File: src/rtl/pwmfg_pkg.sv
package pwmfg_pkg;

   // register addresses
   localparam int unsigned ADR_MOD  = 0;
   localparam int unsigned ADR_PRE  = 1;
   localparam int unsigned ADR_FCTL = 2;
   localparam int unsigned ADR_MAP  = 3;
   localparam int unsigned ADR_CMP0 = 4;

   // fault control bit positions
   localparam int unsigned FCTL_MANUAL = 0;
   localparam int unsigned FCTL_IRQEN  = 1;
   localparam int unsigned FCTL_CLEAR  = 2;
   localparam int unsigned FCTL_W      = 3;

   typedef enum logic {
      REC_AUTO   = 1'b0,
      REC_MANUAL = 1'b1
   } rec_mode_e;

endpackage

File: src/rtl/pwmfg_timebase.sv
module pwmfg_timebase #(
   parameter int CW    = 8,
   parameter int PRE_W = 2
) (
   input  logic             clk,
   input  logic             rst_n,
   input  logic [CW-1:0]    mod_sh,
   input  logic [PRE_W-1:0] pre_sh,
   output logic [CW-1:0]    cnt_q,
   output logic [CW-1:0]    mod_act,
   output logic             bnd
);

   localparam int PCW = (1 << PRE_W) - 1;

   logic [PRE_W-1:0] pre_act;
   logic [PCW-1:0]   pcnt_q;
   logic [PCW:0]     pf_m1;
   logic [CW-1:0]    mod_eff;
   logic             tick;
   logic             wrap;

   always_comb begin
      pf_m1   = ((PCW+1)'(1) << pre_act) - (PCW+1)'(1);
      tick    = (pcnt_q == pf_m1[PCW-1:0]);
      mod_eff = (mod_act == '0) ? CW'(1) : mod_act;
      wrap    = (cnt_q == mod_eff - CW'(1));
      bnd     = tick && wrap;
   end

   always_ff @(posedge clk or negedge rst_n) begin
      if (!rst_n) begin
         pcnt_q  <= '0;
         cnt_q   <= '0;
         mod_act <= CW'(1);
         pre_act <= '0;
      end else if (bnd) begin
         pcnt_q  <= '0;
         cnt_q   <= '0;
         mod_act <= mod_sh;
         pre_act <= pre_sh;
      end else if (tick) begin
         pcnt_q  <= '0;
         cnt_q   <= cnt_q + CW'(1);
      end else begin
         pcnt_q  <= pcnt_q + PCW'(1);
      end
   end

endmodule

File: src/rtl/pwmfg_chan.sv
module pwmfg_chan #(
   parameter int CW      = 8,
   parameter bit OUT_REG = 1'b0
) (
   input  logic          clk,
   input  logic          rst_n,
   input  logic          bnd,
   input  logic [CW-1:0] cnt,
   input  logic [CW-1:0] cmp_sh,
   input  logic          kill,
   output logic          pwm
);

   logic [CW-1:0] cmp_act;
   logic          level;

   always_ff @(posedge clk or negedge rst_n) begin
      if (!rst_n)   cmp_act <= '0;
      else if (bnd) cmp_act <= cmp_sh;
   end

   generate
      if (OUT_REG) begin : g_reg
         logic lvl_q;
         always_ff @(posedge clk or negedge rst_n) begin
            if (!rst_n) lvl_q <= 1'b0;
            else        lvl_q <= (cnt < cmp_act);
         end
         assign level = lvl_q;
      end else begin : g_comb
         assign level = (cnt < cmp_act);
      end
   endgenerate

   assign pwm = level & ~kill;

endmodule

File: src/rtl/pwmfg_fault.sv
module pwmfg_fault
   import pwmfg_pkg::*;
#(
   parameter int NCH = 4
) (
   input  logic              clk,
   input  logic              rst_n,
   input  logic              fault_i,
   input  logic              bnd,
   input  logic              map_we,
   input  logic [NCH-1:0]    map_wd,
   input  logic              ctl_we,
   input  logic [FCTL_W-1:0] ctl_wd,
   output logic [NCH-1:0]    kill,
   output logic              flag_o,
   output logic              irq_o,
   output logic [NCH-1:0]    map_q,
   output logic              map_lock,
   output logic              gated_q,
   output logic              manual_q,
   output logic              irqen_q,
   output logic              clr_req
);

   rec_mode_e mode_q;
   logic      flag_q;

   assign manual_q = (mode_q == REC_MANUAL);
   assign clr_req  = ctl_we && ctl_wd[FCTL_CLEAR] && manual_q;

   // disable mask: first write after reset sticks
   always_ff @(posedge clk or negedge rst_n) begin
      if (!rst_n) begin
         map_q    <= '0;
         map_lock <= 1'b0;
      end else if (map_we && !map_lock) begin
         map_q    <= map_wd;
         map_lock <= 1'b1;
      end
   end

   always_ff @(posedge clk or negedge rst_n) begin
      if (!rst_n) begin
         mode_q  <= REC_AUTO;
         irqen_q <= 1'b0;
      end else if (ctl_we) begin
         mode_q  <= ctl_wd[FCTL_MANUAL] ? REC_MANUAL : REC_AUTO;
         irqen_q <= ctl_wd[FCTL_IRQEN];
      end
   end

   always_ff @(posedge clk or negedge rst_n) begin
      if (!rst_n) begin
         flag_q <= 1'b0;
      end else if (fault_i) begin
         flag_q <= 1'b1;
      end else if (manual_q ? clr_req : bnd) begin
         flag_q <= 1'b0;
      end
   end

   always_ff @(posedge clk or negedge rst_n) begin
      if (!rst_n) begin
         gated_q <= 1'b0;
      end else if (fault_i) begin
         gated_q <= 1'b1;
      end else if (bnd && (!manual_q || !flag_q)) begin
         gated_q <= 1'b0;
      end
   end

   assign kill   = map_q & {NCH{gated_q | fault_i}};
   assign flag_o = flag_q;
   assign irq_o  = flag_q & irqen_q;

endmodule

File: src/rtl/pwm_fault_gate.sv
module pwm_fault_gate
   import pwmfg_pkg::*;
#(
   parameter int NCH     = 4,
   parameter int CW      = 8,
   parameter int PRE_W   = 2,
   parameter int AW      = 4,
   parameter bit OUT_REG = 1'b0
) (
   input  logic           clk,
   input  logic           rst_n,
   input  logic           wr_en,
   input  logic [AW-1:0]  wr_addr,
   input  logic [CW-1:0]  wr_data,
   input  logic           fault_i,
   output logic [NCH-1:0] pwm_o,
   output logic           fault_flag_o,
   output logic           irq_o
);

   // elaboration-time parameter checks
   generate
      if (NCH < 1 || NCH > CW) begin : g_bad_nch
         $error("NCH must lie in 1..CW");
      end
      if (CW < FCTL_W) begin : g_bad_cw
         $error("CW too narrow for the fault control field");
      end
      if (PRE_W < 1 || PRE_W > 3) begin : g_bad_pre
         $error("PRE_W must lie in 1..3");
      end
      if ((ADR_CMP0 + NCH) > (1 << AW)) begin : g_bad_aw
         $error("AW too narrow for the compare registers");
      end
   endgenerate

   logic             we_mod, we_pre, we_ctl, we_map;
   logic [CW-1:0]    mod_sh;
   logic [PRE_W-1:0] pre_sh;
   logic [CW-1:0]    cnt;
   logic [CW-1:0]    mod_act;
   logic             bnd;
   logic [NCH-1:0]   kill;
   logic [NCH-1:0]   map_q;
   logic             map_lock, gated_q, manual_q, irqen_q, clr_req;

   assign we_mod = wr_en && (wr_addr == AW'(ADR_MOD));
   assign we_pre = wr_en && (wr_addr == AW'(ADR_PRE));
   assign we_ctl = wr_en && (wr_addr == AW'(ADR_FCTL));
   assign we_map = wr_en && (wr_addr == AW'(ADR_MAP));

   always_ff @(posedge clk or negedge rst_n) begin
      if (!rst_n) begin
         mod_sh <= CW'(1);
         pre_sh <= '0;
      end else begin
         if (we_mod) mod_sh <= wr_data;
         if (we_pre) pre_sh <= wr_data[PRE_W-1:0];
      end
   end

   pwmfg_timebase #(.CW(CW), .PRE_W(PRE_W)) u_tb (
      .clk     (clk),
      .rst_n   (rst_n),
      .mod_sh  (mod_sh),
      .pre_sh  (pre_sh),
      .cnt_q   (cnt),
      .mod_act (mod_act),
      .bnd     (bnd)
   );

   pwmfg_fault #(.NCH(NCH)) u_flt (
      .clk      (clk),
      .rst_n    (rst_n),
      .fault_i  (fault_i),
      .bnd      (bnd),
      .map_we   (we_map),
      .map_wd   (wr_data[NCH-1:0]),
      .ctl_we   (we_ctl),
      .ctl_wd   (wr_data[FCTL_W-1:0]),
      .kill     (kill),
      .flag_o   (fault_flag_o),
      .irq_o    (irq_o),
      .map_q    (map_q),
      .map_lock (map_lock),
      .gated_q  (gated_q),
      .manual_q (manual_q),
      .irqen_q  (irqen_q),
      .clr_req  (clr_req)
   );

   generate
      for (genvar i = 0; i < NCH; i++) begin : g_ch
         logic          we_cmp;
         logic [CW-1:0] cmp_sh;

         assign we_cmp = wr_en && (wr_addr == AW'(ADR_CMP0 + i));

         always_ff @(posedge clk or negedge rst_n) begin
            if (!rst_n)      cmp_sh <= '0;
            else if (we_cmp) cmp_sh <= wr_data;
         end

         pwmfg_chan #(.CW(CW), .OUT_REG(OUT_REG)) u_ch (
            .clk    (clk),
            .rst_n  (rst_n),
            .bnd    (bnd),
            .cnt    (cnt),
            .cmp_sh (cmp_sh),
            .kill   (kill[i]),
            .pwm    (pwm_o[i])
         );
      end
   endgenerate

endmodule

File: config.mk
export PLATFORM = sky130hd
export DESIGN_NAME = pwm_fault_gate
export DESIGN_NICKNAME = d
export VERILOG_FILES = /design/src/rtl/pwmfg_pkg.sv /design/src/rtl/pwmfg_timebase.sv /design/src/rtl/pwmfg_chan.sv /design/src/rtl/pwmfg_fault.sv /design/src/rtl/pwm_fault_gate.sv
export SDC_FILE = /design/constraint.sdc
export NUM_CORES = 1
export LEC_CHECK = 0
export ABC_AREA = 1
export ABC_CLOCK_PERIOD_IN_PS = 3500
export BUFFER_PORTS_ARGS = -buffer_cell sky130_fd_sc_hd__buf_4
export CORE_UTILIZATION = 25
export DETAILED_ROUTE_END_ITERATION = 16
export SLEW_MARGIN = 5
export SYNTH_ARGS = -nofsm -noshare
export SYNTH_HDL_FRONTEND = slang
export SYNTH_HIERARCHICAL = 1
export SYNTH_SLANG_ARGS = --single-unit
File: constraint.sdc
create_clock -name clk -period 3.5 [get_ports clk]
set_input_delay 0.7 -clock clk [delete_from_list [all_inputs] [get_ports clk]]
set_output_delay 0.7 -clock clk [all_outputs]
set_load 0.03 [all_outputs]
==> results.cfg <==
[clock_tree]
postCtsHoldBufs = 0
clk_pin_slew_ns = 0.07
cts_tree = built
cts-root-to-sink-buffers = 2
cts_made_buffers = 9
post_cts_resized = 0
clock_latency_ns = 0.35
cts_post_setup_buffers_inserted = 0
clockRootBuffer = sky130_fd_sc_hd__clkbuf_16
cts_max_level = 3
clock-sinks = 104

[critical_path]
element_type_at_the_critical_path_start = flip-flop
timing.critical_path.to_type = flip-flop
critPathMostFrequentCell = sky130_fd_sc_hd__nor2_2
worst-r2r-setup-slack_ns = 0.62
cp_slowest_cell = sky130_fd_sc_hd__dfrtp_1
regToRegStartpoint = u_tb/mod_act[2]
worstSetupEndpoint = g_ch[2].u_ch/cmp_act[5]
critical_path.reg2reg.endpoint = g_ch[2].u_ch/cmp_act[5]
timing.critical_path.required_ns = 3.71
cp_data_arrival_time_ns = 3.10
timing.critical_path.fanout_max = 34
worst-r2r-cell-count = 14
worst_path_largest_cell_delay_ns = 0.44
worst-setup-path-type = reg2reg
worstSetupStartpoint = u_tb/mod_act[2]
path_cells = nor2_2 > nand2_2 > nor2_2 > nor2_4 > ha_1 > xor2_1 > nand3_1 > nor2_1 > nand3_1 > nor2_2 > nand2_2 > inv_4 > buf_4 > o21ai_0

[place]
placed_wire_length_estimate_after_detailed_placement_mm = 8.98
place.gp.congestion = 0.838
buffer_ports.inserted = 21
place_inst = 989
place_worst_setup_slack_ns = 0.650

[floorplan]
design.die.area_um2 = 23100
die_y_um = 152
number_of_rows_created_at_floorplan = 54
design.portCount = 22
initial_core_util = 0.256
dieWidth_um = 152
placeableCoreArea_um2 = 22000

[status]
outcome = complete, but fails checks
failed_checks = DRC

[grt]
antenna_violations_before_repair = 0
use_met3 = 0.0137
use_met2 = 0.174
gr-usage-met1 = 0.163
busiest_layer_in_global_routing = met2
gr-total-overflow = 0
first_global_vias = 3993
wire_length_of_the_first_global_routing_pass_mm = 20.7
grt_max_degree = 66
grt_util_all_layers = 0.112

[drt]
antenna_violating_nets_left = 0
wirelength_mm = 12.3
detailedRoute.firstIterationViolations = 279
drc = 2
vias_per_cell = 4.23
drt_first_pass_iters = 11
drt-wirelength-per-cell_um = 12.3
via_count = 4256

[sta]
timing_max_transition_violations_final = 0
achievable-frequency_ghz = 0.347
layout_worst_path_cycle_share = 0.824
hold_viol = 0
tightestPinTransition_ns = 0.901
slew_headroom = 0.397
final.min_clock_period_ns = 2.88
final_skew_ns = 0.00958
fin_tns_setup_ns = 0
rsz0062_at_grt = no
setup_slack_ns = 0.616
timing.hold.ws_ns = 0.445
final-setup-viol-count = 0

[logic_synthesis]
synthesis.area_um2 = 5620
synthesis.instances = 697
synthesis.nets = 744
number_of_warnings_reported_in_the_yosys_synthesis_log = 6
synth_area_per_cell_um2 = 8.07

[final_layout]
nets = 767
postLayoutCoreUtil = 0.289
share_of_cells_above_drive_strength_1 = 0.110
finish.cell_count_without_fillers = 1005
n_antenna_cell = 0
syn_to_final_growth_pct = 12.9
fillers = 2334

[pwr]
p_leak_nw = 3.28
peakVddDrop_v = 0.000548
power_density_nw_per_um2 = 933

[job]
max_cap_violations = 0

[min_path]
worstHoldPathType = in2async
==> metrics by stage <==
stage	total power, mW	area (um2)
after floorplan	4.20	5620
after global placement	4.91	6050
after detailed placement	4.94	6050
after CTS	5.99	6350
after global routing	6.53	6350
final	5.92	6350
==> area by class of cell <==
type                            count  area [um2]  share of cell area
Sequential cell                   104        2610               0.410
Inverter                           98         370              0.0583
Tap cell                          280         350              0.0552
Clock inverter                      7        77.6              0.0122
Clock buffer                        9         225              0.0355
Multi-Input combinational cell    482        2540               0.399
Timing Repair Buffer               25         188              0.0295
==> critical path, delay by kind of cell, from the launching register on <==
kind,cells,cell delay [ns]
flops,1,0.44
simple gates,9,1.08
fa+ha+maj,1,0.30
compound gates,1,0.13
buf+inv,2,0.61
xor+xnor,1,0.19
==> power by group <==
| group | leakage, nW | internal (mW) | switching (mW) |
|---|---|---|---|
| logic | 1.82 | 1.12 | 1.83 |
| registers | 1.32 | 1.60 | 0.337 |
| clock network | 0.147 | 0.563 | 0.464 |
==> registers in the layout, indices dropped and copies added (netlist names) <==
name and count:
u_tb/pre_act 2, g_ch.u_ch/cmp_act 32, u_flt/gated_q 1, u_tb/pcnt_q 3, u_flt/manual_q 1, u_flt/map_q 4, u_flt/irqen_q 1, mod_sh 8
g_ch.cmp_sh 32, u_flt/map_lock 1, u_tb/cnt_q 8, u_flt/flag_o 1, u_tb/mod_act 8, pre_sh 2
==> layout by cell type (no fill, tap or decap), drive strengths merged, types with 2 or more instances in the layout <==
cell type  instances
nand2            269
a21oi             10
dfrtp            102
mux2               4
clkinv             2
ha                31
clkbuf             9
dfstp              2
o21bai            12
xor2              10
o21ai             30
nor3               3
nand3             38
nor2              52
nand4             16
buf               25
xnor2              6
inv              101
==> how the worst min path moves through the flow <==
stage | from | slack (ns) | end
2_1_floorplan | rst_n | 0.40 | g_ch[0].cmp_sh[0]
3_3_place_gp | g_ch[2].cmp_sh[0] | 0.45 | g_ch[2].cmp_sh[0]
3_5_place_dp | g_ch[3].cmp_sh[2] | 0.46 | g_ch[3].cmp_sh[2]
4_1_cts | g_ch[3].cmp_sh[2] | 0.48 | g_ch[3].cmp_sh[2]
5_1_grt | g_ch[3].cmp_sh[2] | 0.49 | g_ch[3].cmp_sh[2]
6_report | rst_n | 0.45 | g_ch[0].u_ch/cmp_act[1]
==> metal layers <==
| layer | part of all wire | up-vias |
|---|---|---|
| li1 | - | 2214 |
| met1 | 0.51 | 1954 |
| met2 | 0.44 | 82 |
| met3 | 0.040 | 6 |
| met4 | 0.0060 | 0 |
| met5 | 0 | - |
Power figures use the tool's default switching activity.
